<file path="config.mk">
export PLATFORM = sky130hd
export DESIGN_NAME = page_write_cache
export DESIGN_NICKNAME = d
export VERILOG_FILES = /design/src/rtl/pwc_pkg.sv /design/src/rtl/pwc_datapath.sv /design/src/rtl/pwc_control.sv /design/src/rtl/page_write_cache.sv
export SDC_FILE = /design/constraint.sdc
export NUM_CORES = 1
export LEC_CHECK = 0
export BUFFER_PORTS_ARGS = -buffer_cell sky130_fd_sc_hd__buf_2
export CORE_UTILIZATION = 31
export CTS_BUF_LIST = sky130_fd_sc_hd__clkbuf_8
export CTS_CLUSTER_SIZE = 14
export DETAILED_ROUTE_END_ITERATION = 8
export GPL_TIMING_DRIVEN = 0
export HOLD_SLACK_MARGIN = 0.02
export PLACE_DENSITY_LB_ADDON = 0.12
export SYNTH_ARGS = -nofsm -noshare
export SYNTH_HDL_FRONTEND = slang
export SYNTH_SLANG_ARGS = --single-unit
</file>
<file path="constraint.sdc">
create_clock -name clk -period 4.8 [get_ports clk]
set_clock_uncertainty 0.2 [all_clocks]
set_input_delay 0.72 -clock clk [delete_from_list [all_inputs] [get_ports clk]]
set_output_delay 0.72 -clock clk [all_outputs]
set_load 0.005 [all_outputs]
</file>
<file path="src/rtl/pwc_pkg.sv">
package pwc_pkg;

  typedef enum logic [1:0] {
    ST_IDLE,
    ST_SCAN,
    ST_HOLD
  } seqStateT;

  // strobes from the sequencer to the cache datapath
  typedef struct packed {
    logic acceptLoad;
    logic acceptByte;
    logic clearAll;
    logic scanStep;
    logic scanActive;
  } ctlStrobesT;

endpackage

</file>
<file path="src/rtl/pwc_datapath.sv">
module pwc_datapath
  import pwc_pkg::*;
#(
  parameter int ADDR_W     = 12,
  parameter int LINES      = 8,
  parameter int LINE_BYTES = 8
) (
  input  logic                          clk,
  input  logic                          rstN,
  input  ctlStrobesT                    strobes,
  input  logic [ADDR_W-1:0]             loadAddr,
  input  logic [7:0]                    byteData,
  output logic [$clog2(LINES+1)-1:0]    usedLines,
  output logic                          scanLast,
  output logic                          memWe,
  output logic [ADDR_W-1:0]             memAddr,
  output logic [7:0]                    memData
);

  localparam int OFF_W  = $clog2(LINE_BYTES);
  localparam int TAG_W  = ADDR_W - OFF_W;
  localparam int LIDX_W = $clog2(LINES);
  localparam int SLOT_W = LIDX_W + OFF_W;
  localparam int SLOTS  = LINES * LINE_BYTES;
  localparam int CNT_W  = $clog2(LINES + 1);

  logic [TAG_W-1:0]  ptrTag;
  logic [OFF_W-1:0]  ptrOff;
  logic [TAG_W-1:0]  lineTag [LINES];
  logic [LINES-1:0]  lineUsed;
  logic [SLOTS-1:0]  byteVal;
  logic [7:0]        byteMem [SLOTS];
  logic [LIDX_W-1:0] victim;
  logic [SLOT_W-1:0] scanIdx;

  // page lookup: one comparator per line
  logic [LINES-1:0] hitVec;
  for (genvar g = 0; g < LINES; g++) begin : g_cmp
    assign hitVec[g] = lineUsed[g] && (lineTag[g] == ptrTag);
  end

  logic              hit;
  logic [LIDX_W-1:0] hitIdx;
  always_comb begin
    hit    = 1'b0;
    hitIdx = '0;
    for (int i = 0; i < LINES; i++) begin
      if (hitVec[i]) begin
        hit    = 1'b1;
        hitIdx = LIDX_W'(i);
      end
    end
  end

  logic [LIDX_W-1:0] wrLine;
  logic [SLOT_W-1:0] wrSlot;
  assign wrLine = hit ? hitIdx : victim;
  assign wrSlot = {wrLine, ptrOff};

  always_ff @(posedge clk) begin
    if (!rstN) begin
      ptrTag    <= '0;
      ptrOff    <= '0;
      lineUsed  <= '0;
      byteVal   <= '0;
      victim    <= '0;
      usedLines <= '0;
      scanIdx   <= '0;
      for (int i = 0; i < LINES; i++) lineTag[i] <= '0;
    end else if (strobes.clearAll) begin
      lineUsed  <= '0;
      byteVal   <= '0;
      victim    <= '0;
      usedLines <= '0;
      scanIdx   <= '0;
    end else begin
      if (strobes.acceptLoad) begin
        ptrTag <= loadAddr[ADDR_W-1:OFF_W];
        ptrOff <= loadAddr[OFF_W-1:0];
      end
      if (strobes.acceptByte) begin
        ptrOff <= ptrOff + 1'b1;
        if (!hit) begin
          lineTag[victim]  <= ptrTag;
          lineUsed[victim] <= 1'b1;
          for (int b = 0; b < LINE_BYTES; b++)
            byteVal[{victim, OFF_W'(b)}] <= 1'b0;
          victim <= (victim == LIDX_W'(LINES - 1)) ? '0 : victim + 1'b1;
          if (usedLines != CNT_W'(LINES)) usedLines <= usedLines + 1'b1;
        end
        byteVal[wrSlot] <= 1'b1;
      end
      if (strobes.scanStep) scanIdx <= scanIdx + 1'b1;
    end
  end

  always_ff @(posedge clk) begin
    if (strobes.acceptByte && !strobes.clearAll) byteMem[wrSlot] <= byteData;
  end

  logic [LIDX_W-1:0] scanLine;
  logic [OFF_W-1:0]  scanOff;
  assign scanLine = scanIdx[SLOT_W-1:OFF_W];
  assign scanOff  = scanIdx[OFF_W-1:0];
  assign scanLast = (scanIdx == SLOT_W'(SLOTS - 1));
  assign memWe    = strobes.scanActive && lineUsed[scanLine] && byteVal[scanIdx];
  assign memAddr  = {lineTag[scanLine], scanOff};
  assign memData  = byteMem[scanIdx];

  // a clear leaves no page in the cache
  a_r10_clear_empties: assert property (@(posedge clk) disable iff (!rstN)
    strobes.clearAll |=> (usedLines == '0));

  // with every line taken, a new byte keeps the page count at the limit
  a_r4_count_saturates: assert property (@(posedge clk) disable iff (!rstN)
    (strobes.acceptByte && !strobes.clearAll && usedLines == CNT_W'(LINES))
      |=> (usedLines == CNT_W'(LINES)));

  // an accepted byte advances the in-page pointer by one
  a_r2_pointer_steps: assert property (@(posedge clk) disable iff (!rstN)
    (strobes.acceptByte && !strobes.acceptLoad && !strobes.clearAll)
      |=> (ptrOff == $past(ptrOff) + 1'b1) && $stable(ptrTag));

endmodule

</file>
<file path="src/rtl/pwc_control.sv">
module pwc_control
  import pwc_pkg::*;
#(
  parameter int LINES      = 8,
  parameter int PAGE_TICKS = 4
) (
  input  logic                       clk,
  input  logic                       rstN,
  input  logic                       loadStb,
  input  logic                       byteStb,
  input  logic                       stopStb,
  input  logic                       abortStb,
  input  logic                       tick,
  input  logic [$clog2(LINES+1)-1:0] usedLines,
  input  logic                       scanLast,
  output ctlStrobesT                 strobes,
  output logic                       busy
);

  localparam int TCNT_W = $clog2(LINES * PAGE_TICKS + 1);

  seqStateT          state;
  logic [TCNT_W-1:0] tickCnt;
  logic [TCNT_W-1:0] target;
  logic              idle;
  logic              holdDone;

  assign idle     = (state == ST_IDLE);
  assign target   = TCNT_W'(usedLines) * TCNT_W'(PAGE_TICKS);
  assign holdDone = (state == ST_HOLD) && tick && (tickCnt + 1'b1 == target);
  assign busy     = !idle;

  always_comb begin
    strobes            = '0;
    strobes.acceptLoad = idle && loadStb && !abortStb && !stopStb;
    strobes.acceptByte = idle && byteStb && !loadStb && !abortStb && !stopStb;
    strobes.clearAll   = (idle && abortStb) || holdDone;
    strobes.scanStep   = (state == ST_SCAN);
    strobes.scanActive = (state == ST_SCAN);
  end

  always_ff @(posedge clk) begin
    if (!rstN) begin
      state   <= ST_IDLE;
      tickCnt <= '0;
    end else begin
      case (state)
        ST_IDLE: if (!abortStb && stopStb && usedLines != '0) state <= ST_SCAN;
        ST_SCAN: if (scanLast) begin
          state   <= ST_HOLD;
          tickCnt <= '0;
        end
        ST_HOLD: if (holdDone) state <= ST_IDLE;
                 else if (tick) tickCnt <= tickCnt + 1'b1;
        default: state <= ST_IDLE;
      endcase
    end
  end

  // a STOP with data starts the busy period on the next cycle
  a_r6_busy_rises: assert property (@(posedge clk) disable iff (!rstN)
    (!busy && stopStb && !abortStb && usedLines != '0) |=> busy);

  // a STOP with an empty cache does not start a commit
  a_r9_empty_stop_idle: assert property (@(posedge clk) disable iff (!rstN)
    (!busy && stopStb && usedLines == '0) |=> !busy);

  // cache contents are frozen while the program cycle runs
  a_r7_frozen_when_busy: assert property (@(posedge clk) disable iff (!rstN)
    busy |=> (!busy || $stable(usedLines)));

endmodule

</file>
<file path="src/rtl/page_write_cache.sv">
module page_write_cache
  import pwc_pkg::*;
#(
  parameter int ADDR_W     = 12,
  parameter int LINES      = 8,
  parameter int LINE_BYTES = 8,
  parameter int PAGE_TICKS = 4
) (
  input  logic              clk,
  input  logic              rstN,
  input  logic              loadStb,
  input  logic [ADDR_W-1:0] loadAddr,
  input  logic              byteStb,
  input  logic [7:0]        byteData,
  input  logic              stopStb,
  input  logic              abortStb,
  input  logic              tick,
  output logic              memWe,
  output logic [ADDR_W-1:0] memAddr,
  output logic [7:0]        memData,
  output logic              busy
);

  localparam int CNT_W = $clog2(LINES + 1);

  ctlStrobesT       strobes;
  logic [CNT_W-1:0] usedLines;
  logic             scanLast;

  pwc_control #(
    .LINES      (LINES),
    .PAGE_TICKS (PAGE_TICKS)
  ) u_ctl (
    .clk       (clk),
    .rstN      (rstN),
    .loadStb   (loadStb),
    .byteStb   (byteStb),
    .stopStb   (stopStb),
    .abortStb  (abortStb),
    .tick      (tick),
    .usedLines (usedLines),
    .scanLast  (scanLast),
    .strobes   (strobes),
    .busy      (busy)
  );

  pwc_datapath #(
    .ADDR_W     (ADDR_W),
    .LINES      (LINES),
    .LINE_BYTES (LINE_BYTES)
  ) u_dp (
    .clk       (clk),
    .rstN      (rstN),
    .strobes   (strobes),
    .loadAddr  (loadAddr),
    .byteData  (byteData),
    .usedLines (usedLines),
    .scanLast  (scanLast),
    .memWe     (memWe),
    .memAddr   (memAddr),
    .memData   (memData)
  );

  // array writes only happen inside a program cycle
  a_r5_no_write_when_idle: assert property (@(posedge clk) disable iff (!rstN)
    !busy |-> !memWe);

endmodule

</file>
# Word-level counts from Yosys, hierarchy flattened
# Memories as Yosys holds them, arrays and structs flattened. A register that Yosys moved wholly into a read port is not among the register bits.
# Index checks and enable logic that the tools add are counted.
# totals
reg_bits	105
latch_bits	0
ramBits	584
romBits	0
in_bits	27
output_inout_bits	22
wordCells	199
n_memories	2
# classes
n_addsub	5
multipliers	0
div_mod_pow	0
n_lt_le_gt_ge	22
n_eq_ne	19
shift	0
n_mux	70
bitwise_logic	21
n_reduce_logical	51
# mem_list
memory	words	word_bits	rd	rd_ports_with_merged_regs	wr	line_no	rtl
u_dp.byteMem	64	8	1	1	1	pwc_datapath.sv:32	logic [7:0] byteMem [SLOTS];
u_dp.lineTag	8	9	9	1	8	pwc_datapath.sv:29	logic [TAG_W-1:0] lineTag [LINES];
# ops
cell	count
$and A64 B64 Y64	8
$mux W64	4
$eq A9 B9 Y1	8
$lt A6 B7 Y1 const B	10
$not A57 Y64	1
$not A58 Y64	1
$not A59 Y64	1
$not A60 Y64	1
$not A61 Y64	1
$not A62 Y64	1
$not A63 Y64	1
$not A64 Y64	1
$or A64 B64 Y64	1
$ge A6 B1 Y1 const B	9
$logic_and A1 B1 Y1	33
$mux W3	11
$mux W1	30
$mux W6	5
$demux W1 S3	9
$add A6 B1 Y6 const B	2
$pmux W6 S2	1
$mux W2	5
$mux W9	1
$reduce_or A9 Y1	1
other kinds (27)	42

# Longest topological paths before layout
# Gate-level depths: netlist (run 1).
# depth
word_depth	18
mapped_depth	12
ltp_nobuf	9

# Modules after synthesis
# Synthesis (run 1) repeated with hierarchy kept, for this count alone.
# hier_totals
hier_cells	1652
hier_area_um2	29190.5
# modules_own_cells
mod	n_inst	cells_per_inst	area_per_inst_um2	seq_area_each_um2
pwc_datapath	1	1573	28538.6	19598.8
pwc_control	1	79	651.9	160.2

# Worst setup path after synthesis (run 1)
# No wires, ideal clock.
# synth_path
kind	register -> output
start	reg u_dp.scanIdx[0]
end	out memWe
arrival_time_ps	2381
required_time_ps	3880
slack_ps	1499
path_stages_with_launch	9
n_path_buf	2
path_cell_list	dfxtp_1 buf_2 buf_2 mux4_2 mux4_2 nor3b_1 a31oi_1 a21oi_1 and2_1
# synth_via
elab_chain_cells	3
# synth_lines
item	line_no	rtl
start: declaration	pwc_datapath.sv:34	logic [SLOT_W-1:0] scanIdx;
start signal: assignment	pwc_datapath.sv:93	if (strobes.scanStep) scanIdx <= scanIdx + 1'b1;
$bmux W1 S6	pwc_datapath.sv:106	assign memWe = strobes.scanActive && lineUsed[scanLine] && byteVal[scanIdx];
$mux W1 (not written as such)	pwc_datapath.sv:106	
$logic_and A1 B1 Y1	pwc_datapath.sv:106	
end: declaration	page_write_cache.sv:18	output logic memWe,
# No other way between the ends. The select of a mux whose other input is x is not followed.

==> reports/results.txt, run 1 <==
Layout Nets - 1860
Area after DPL - 30700 um2
startpoint types - flop
pre-CTS WS - 68.9 ps
I/O Buffers - 48
final core occ - 36.0%
Slew Limit Fails - 0
drt drc - 0
total wire length - 80600 um
YS warnings - 0
routability cong. - 0.779
Vert. Die Dim - 307 um
Reg clk slew, reported paths - 60 ps
Root Driver - clkbuf_8
layout overhead on the synthesized area - 14.5%
setup slack after layout - 179 ps
Crit path required time - 3880 ps
Hold Path Stages - 3
hold path start - loadAddr[0]
RR Startpoint - u_ctl.state[1]$_SDFFE_PN0P_
final hold vios - 0
EDFF count, synth - 584
Slew headroom - 8.42%
Vias - 15665
Max H-tree Level - 3
vias in the first global route - 16484
hold worst-path end - u_dp.ptrOff[0]$_SDFFE_PN0P_
Synth Instances - 1644
status - finished clean
internal power - 9.16 mW
Peak VDD IR - 0.000204 V
Fillers - 8842
1st-pass router iterations - 6
Initial Util - 31.4%
# setup viols final - 0
Synth Flop Type - edfxtp_1
WP data arrival - 3700 ps
placed insts - 2937
Hold Slack - 108 ps
GRT overflow - 0
Synth Net Count - 1679
DIE AREA - 94400 um2
multi-input logic area - 8570 um2
Leakage - 10.5 nW
Core ar. - 91900 um2
DR vias/cell - 4.95
largest net degree at the start of global routing - 65
Syn Std Cell Area - 28900 um2
Finished Layout Cells - 3164
power per cell area - 359 nW/um2
crit path time final - 4620 ps
Max Cap Violations - 0
CTS tree - built
Net Switching - 2.70 mW
DP Wirelength - 52500 um
f_max - 216 MHz
crit path max fanout - 10
clk_lat worst skew - 740 ps
crit-path max cell delay - 610 ps
CTS sink cnt - 695
reg2reg end - u_dp.byteMem[22][0]$_DFFE_PP_
critical path, cell by cell - clkbuf_2, buf_4, mux4_2, mux4_2, mux4_2, buf_2
Avg Inst Size Synth - 17.6 um2
flop-to-flop setup slack - 460 ps
maximum root-to-sink buffer count - 3
Die Span X - 307 um
Yosys cell types - 68
endpoint class of the critical path - primary output
Async SR Flop Fraction - 0%
slew at the pin closest to its max-slew limit - 1370 ps
critical path's slowest cell - mux4_2
CTS Buf Count - 119
layout cells sized above 1 - 26.5%
HP Class - input port to flop
fin crit share - 96.3%
initial DRC count - 1092
Comb pwr share - 2.4%
switching share of power - 22.8%
number of post-CTS setup repair buffers - 0
I/O pin total - 49
total global-route track usage - 17.3%
Flop pwr share - 55.5%
setup_tns - 0 ps
Yosys reg bits - 695
Tot Pwr - 11.9 mW
final instance area - 33100 um2
Row Count - 111
register area share after synthesis - 68.4%
CP most frequent cell - mux4_2
antenna violations before repair - 1
Routed Antenna Nets - 0
first-pass GRT wire length - 116000 um
WL per Instance - 25.5 um
clock network power share - 42.1%
RSZ-0062 raised after global routing - false
FF+latch area - 19800 um2
reg2reg path depth - 6
Worst Path Class, Setup - flop to primary output
[cell type report]
class / count / share of cell area, %
well taps: 1243 / 4.70
flip-flops and latches: 695 / 59.8
clock inverters: 91 / 1.41
clock buffers: 125 / 5.20
repair buffers: 60 / 1.11
plain buffers: 110 / 1.81
inverters: 7 / 0.0795
multi-input cells: 832 / 25.9
diodes: 1 / 0.00757
[power by group through the flow]
stage / Sequential (mW) / Combinational (mW) / Clock (mW)
2_1_floorplan: 6.70 / 0.127 / 0
3_3_place_gp: 6.71 / 0.282 / 0
3_5_place_dp: 6.71 / 0.289 / 0
4_1_cts: 6.58 / 0.296 / 5.16
5_1_grt: 6.58 / 0.313 / 5.40
6_report: 6.58 / 0.288 / 4.99
[sequential cells by signal, indices dropped and copies added, names as in the netlist, named ones only]
register and count:
u_dp.scanIdx 6, u_ctl.tickCnt 6, u_dp.ptrTag 9, u_dp.lineUsed 8, u_ctl.state 2, u_dp.victim 3, u_dp.byteMem 512, u_dp.usedLines 4
u_dp.byteVal 64, u_dp.lineTag 72, u_dp.ptrOff 3
[metal layers]
| layer | wire length (um) | global-route usage [%] | part of all wire [%] | up-vias |
|---|---|---|---|---|
| met1 | 36400 | 23.7 | 45 | 8248 |
| met4 | 1960 | 5.23 | 2.4 | 0 |
| met3 | 3810 | 3.23 | 4.7 | 124 |
| li1 | - | - | - | 6892 |
| met2 | 38400 | 27.8 | 48 | 401 |
| met5 | 0 | 0 | 0 | - |
[worst max path at each step]
stage / start / to / slack, ps / depth (start not counted)
after floorplan: u_dp.scanIdx[0]$_SDFFE_PP0P_ / memWe / 1500 / 8
after global placement: stopStb / u_dp.byteMem[54][4]$_DFFE_PP_ / 100 / 6
after detailed placement: stopStb / u_dp.byteMem[6][2]$_DFFE_PP_ / 70 / 6
after CTS: flop / memData[5] / 7 / 6
after global routing: flop / memData[7] / 6 / 5
final: flop / memData[2] / 180 / 6
[repair_timing]
action                     CTS  global route
hold endpoints to repair    10             0
setup endpoints to repair    9             9
hold buffers                10             0
gates resized for setup     24            17
[synth_stat cells, types with 5 or more instances]
master,instances,share of area (%)
nor4_1,6,0.13
ha_1,8,0.35
and3_1,29,0.63
mux2_2,11,0.43
a21boi_0,12,0.31
buf_4,17,0.44
inv_1,7,0.091
a21oi_1,11,0.19
buf_2,35,0.61
o2bb2ai_1,8,0.24
nand2b_1,9,0.19
buf_1,8,0.10
xor2_1,13,0.39
or3_1,8,0.17
xnor2_1,71,2.2
nand3_1,22,0.38
a22o_1,22,0.67
edfxtp_1,584,61
nand2_1,85,1.1
o21ai_1,8,0.14
a21o_1,5,0.13
nor3_1,12,0.21
nand4_1,21,0.45
nor2_1,106,1.4
o21ai_0,39,0.68
mux4_2,207,16
dfxtp_1,111,7.7
clkbuf_1,48,0.62
and2_1,55,1.2
nor2b_1,6,0.13
[cells in the final DEF (no fill, tap or decap), types with 5 or more instances in the layout]
master,Yosys,routed
o2bb2ai_1,8,8
clkbuf_1,48,30
and2_1,55,55
dfxtp_1,111,111
nor2_1,106,106
inv_1,7,52
nand2b_1,9,9
xnor2_1,71,71
mux2_2,11,11
nand4_1,21,21
o21ai_1,8,10
a21boi_0,12,12
a21o_1,5,5
and3_1,29,29
a21oi_1,11,11
mux4_2,207,207
nor2b_1,6,6
nand3_1,22,22
clkbuf_8,0,125
o21ai_0,39,37
buf_1,8,7
clkinv_2,0,13
buf_2,35,67
clkbuf_4,0,5
a22o_1,22,22
or3_1,8,8
clkinv_1,0,24
xor2_1,13,13
edfxtp_1,584,584
nand2_1,85,85
nor4_1,6,6
clkbuf_2,1,19
nor3_1,12,12
buf_4,17,29
dlygate4sd3_1,0,10
ha_1,8,8
[critical path, delay by kind of cell, from the launching register on]
family / cells / cell delay (ps)
buffers and inverters: 3 / 870
flip-flops: 1 / 370
multiplexers: 3 / 1710
[kinds of logic after synthesis]
logic type,share of synthesized area (%)
DFF,68.4
and+or+nand+nor,6.77
muxes,16.7
AOI/OAI and AO/OA,3.21
buffers and inverters,1.92
xor gates and xnor gates,2.63
adders and majority gates,0.347
(Power assumes the default switching activity.)
==> run 2: changes to the inputs <==
Settings changed: CORE_UTILIZATION 31 to 35.
Clock period 4.8 ns to 4.4 ns, I/O delays scaled along.
==> run 2 against run 1 <==
Sequential cell count unchanged. Clock power increased by 13%. Highest routed layer unchanged. Largest cell class unchanged. Sequential share of layout area about the same. Core utilization increased by 4.8 points.
==> reports/results.txt, run 2 (same netlist as run 1, synthesis figures left out) <==
status - finished clean (unchanged)
vias in the first global route - 16225 (was 16484)
routability cong. - 0.809 (was 0.779)
Max H-tree Level - 3 (unchanged)
Root Driver - clkbuf_8 (unchanged)
Layout Nets - 1857 (was 1860)
Row Count - 104 (was 111)
worst setup path end - memData[5] (was memData[2])
internal power - 10.2 mW (was 9.16 mW)
crit-path max cell delay - 610 ps (about the same)
critical path, cell by cell - clkbuf_8, buf_8, mux4_2, mux4_2, mux4_2, buf_2 (was clkbuf_2, buf_4, mux4_2, mux4_2, mux4_2, buf_2)
worst path buffer plus inverter count - 3 (unchanged)
startpoint types - flop (unchanged)
CTS sink cnt - 695 (unchanged)
GRT overflow - 0 (unchanged)
crit path time final - 4310 ps
most common cell after layout, fill and taps aside - edfxtp_1 (unchanged)
Worst Path Class, Setup - flop to primary output (unchanged)
final hold vios - 0 (unchanged)
CP Depth - 6 (unchanged)
wire length on met1 - 33600 um (was 36400 um)
DIE AREA - 83700 um2 (was 94400 um2)
layout overhead on the synthesized area - 14.4% (was 14.5%)
I/O Buffers - 48 (unchanged)
Net Switching - 2.88 mW (was 2.70 mW)
RSZ-0062 raised after global routing - false (unchanged)
WL per Instance - 25.9 um (was 25.5 um)
f_max - 232 MHz
setup slack after layout - 87.3 ps (was 179 ps)
crit path max fanout - 10 (unchanged)
Comb pwr share - 2.4% (about the same)
maximum root-to-sink buffer count - 3 (unchanged)
HP Class - input port to flop (unchanged)
reg2reg path depth - 6 (unchanged)
DR vias/cell - 5.24 (was 4.95)
family with the most delay on the worst path - multiplexers (unchanged)
Initial Util - 35.6% (was 31.4%)
reg2reg end - u_dp.byteMem[55][5]$_DFFE_PP_ (was u_dp.byteMem[22][0]$_DFFE_PP_)
max FFs per register - 512 (unchanged)
CTS Buf Count - 116 (was 119)
Flop pwr share - 54.7% (was 55.5%)
Largest Register - u_dp.byteMem (unchanged)
number of post-CTS setup repair buffers - 0 (unchanged)
Max Cap Violations - 0 (unchanged)
placed insts - 2753 (was 2937)
DP Wirelength - 50700 um (was 52500 um)
power per cell area - 397 nW/um2 (was 359 nW/um2)
WP data arrival - 3450 ps (was 3700 ps)
switching share of power - 21.9% (was 22.8%)
met3 wire len - 3740 um (was 3810 um)
1st-pass router iterations - 5 (was 6)
final instance area - 33000 um2 (was 33100 um2)
layout cells sized above 1 - 27.0% (was 26.5%)
Leakage - 10.6 nW (was 10.5 nW)
# setup viols final - 0 (unchanged)
CP most frequent cell - mux4_2 (unchanged)
Peak VDD IR - 0.000188 V (was 0.000204 V)
Core ar. - 81100 um2 (was 91900 um2)
pre-CTS WS - -97.1 ps (was 68.9 ps)
Area after DPL - 30500 um2 (was 30700 um2)
clock network power share - 42.9% (was 42.1%)
Slew Limit Fails - 0 (unchanged)
clk_lat worst skew - 730 ps (was 740 ps)
Crit path required time - 3540 ps (was 3880 ps)
Hold Slack - 93.9 ps (was 108 ps)
CTS tree - built (unchanged)
total wire length - 77000 um (was 80600 um)
RR Startpoint - u_ctl.state[1]$_SDFFE_PN0P_ (unchanged)
final core occ - 40.7% (was 36.0%)
Die Span X - 289 um (was 307 um)
slew at the pin closest to its max-slew limit - 1400 ps (was 1370 ps)
Finished Layout Cells - 2977 (was 3164)
I/O pin total - 49 (unchanged)
drt drc - 0 (unchanged)
metal2 WL - 37500 um (was 38400 um)
flop-to-flop setup slack - 180 ps (was 460 ps)
Slew headroom - 6.33% (was 8.42%)
Vias - 15609 (was 15665)
largest net degree at the start of global routing - 65 (unchanged)
fin crit share - 98.0%
Routed Antenna Nets - 0 (unchanged)
Largest regs - u_dp.byteMem (512), u_dp.lineTag (72), u_dp.byteVal (64) (unchanged)
first-pass GRT wire length - 111000 um (was 116000 um)
max layer used - met4 (unchanged)
critical path's slowest cell - mux4_2 (unchanged)
endpoint class of the critical path - primary output (unchanged)
total global-route track usage - 18.6% (was 17.3%)
antenna violations before repair - 2 (was 1)
most frequent cells in the layout - edfxtp_1 (584), mux4_2 (207), clkbuf_8 (134) (was edfxtp_1 (584), mux4_2 (207), clkbuf_8 (125))
Vert. Die Dim - 289 um (was 307 um)
Reg clk slew, reported paths - 60 ps (about the same)
initial DRC count - 1093 (was 1092)
[run 2: changes by cell type in the layout (fill, tap and decap cells not counted), moves of 3 or more]
cell	change
clkbuf_2	-4
inv_8	-3
buf_6	+9
clkinv_2	-7
inv_1	+3
buf_4	-10
clkinv_1	-9
clkbuf_8	+9
buf_8	+4
clkbuf_1	-3
buf_2	+6
[run 2: timing repair]
action                     in CTS  in global routing
resized for setup              59                 19
hold endpoints to repair       11                  0
setup endpoints to repair      17                 84
hold buffers                   11                  0
[run 2: worst min-delay path by stage]
stage	startpoint	to	slack, ps	cells after the start
after CTS	stopStb	u_ctl.state[0]$_SDFFE_PN0P_	30	3
after global placement	u_dp.byteVal[1]$_SDFFE_PP0P_	u_dp.byteVal[1]$_SDFFE_PP0P_	230	2
final	stopStb	u_ctl.state[0]$_SDFFE_PN0P_	90	3
after global routing	stopStb	u_ctl.state[0]$_SDFFE_PN0P_	60	3
after floorplan	u_dp.byteVal[10]$_SDFFE_PP0P_	u_dp.byteVal[10]$_SDFFE_PP0P_	220	2
after detailed placement	u_dp.byteVal[34]$_SDFFE_PP0P_	u_dp.byteVal[34]$_SDFFE_PP0P_	240	2
[run 2: area by class of cell]
| class | instances | area, um2 |
|---|---|---|
| Fill cell | 7409 | 48000 |
| Sequential cell | 695 | 19800 |
| Multi-Input combinational cell | 832 | 8580 |
| Clock buffer | 133 | 1830 |
| Tap cell | 1060 | 1330 |
| Buffer | 110 | 687 |
| Clock inverter | 78 | 464 |
| Timing Repair Buffer | 60 | 358 |
| Inverter | 7 | 26.3 |
| Antenna cell | 2 | 5.00 |
[run 2: worst reg2reg max path, stage by stage, from the launching register on]
cell and delay (ps):
dfxtp_1 330, or2_1 300, nor3_2 220, and3b_1 200, clkbuf_1 290, nand4_1 1140
nor2_1 1190
[run 2: power groups by stage]
| stage | registers, mW | logic, mW | clock network [mW] |
|---|---|---|---|
| 6_report | 7.18 | 0.312 | 5.63 |
| 5_1_grt | 7.18 | 0.339 | 6.06 |
| 4_1_cts | 7.18 | 0.319 | 5.80 |
| 3_5_place_dp | 7.32 | 0.310 | 0 |
| 3_3_place_gp | 7.32 | 0.303 | 0 |
| 2_1_floorplan | 7.31 | 0.139 | 0 |
[run 2: metrics by stage]
step,total power [mW],setup TNS (ps)
after detailed placement,7.63,-4760
after global placement,7.62,-2440
final,13.1,0
after CTS,13.3,0
after floorplan,7.45,0
after global routing,13.6,0
[run 2: metal layers]
metal / up-vias / track usage [%]
met1: 8183 / 24.8
met3: 135 / 3.78
li1: 6874 / -
met5: - / 0
met2: 417 / 30.5
met4: 0 / 6.14
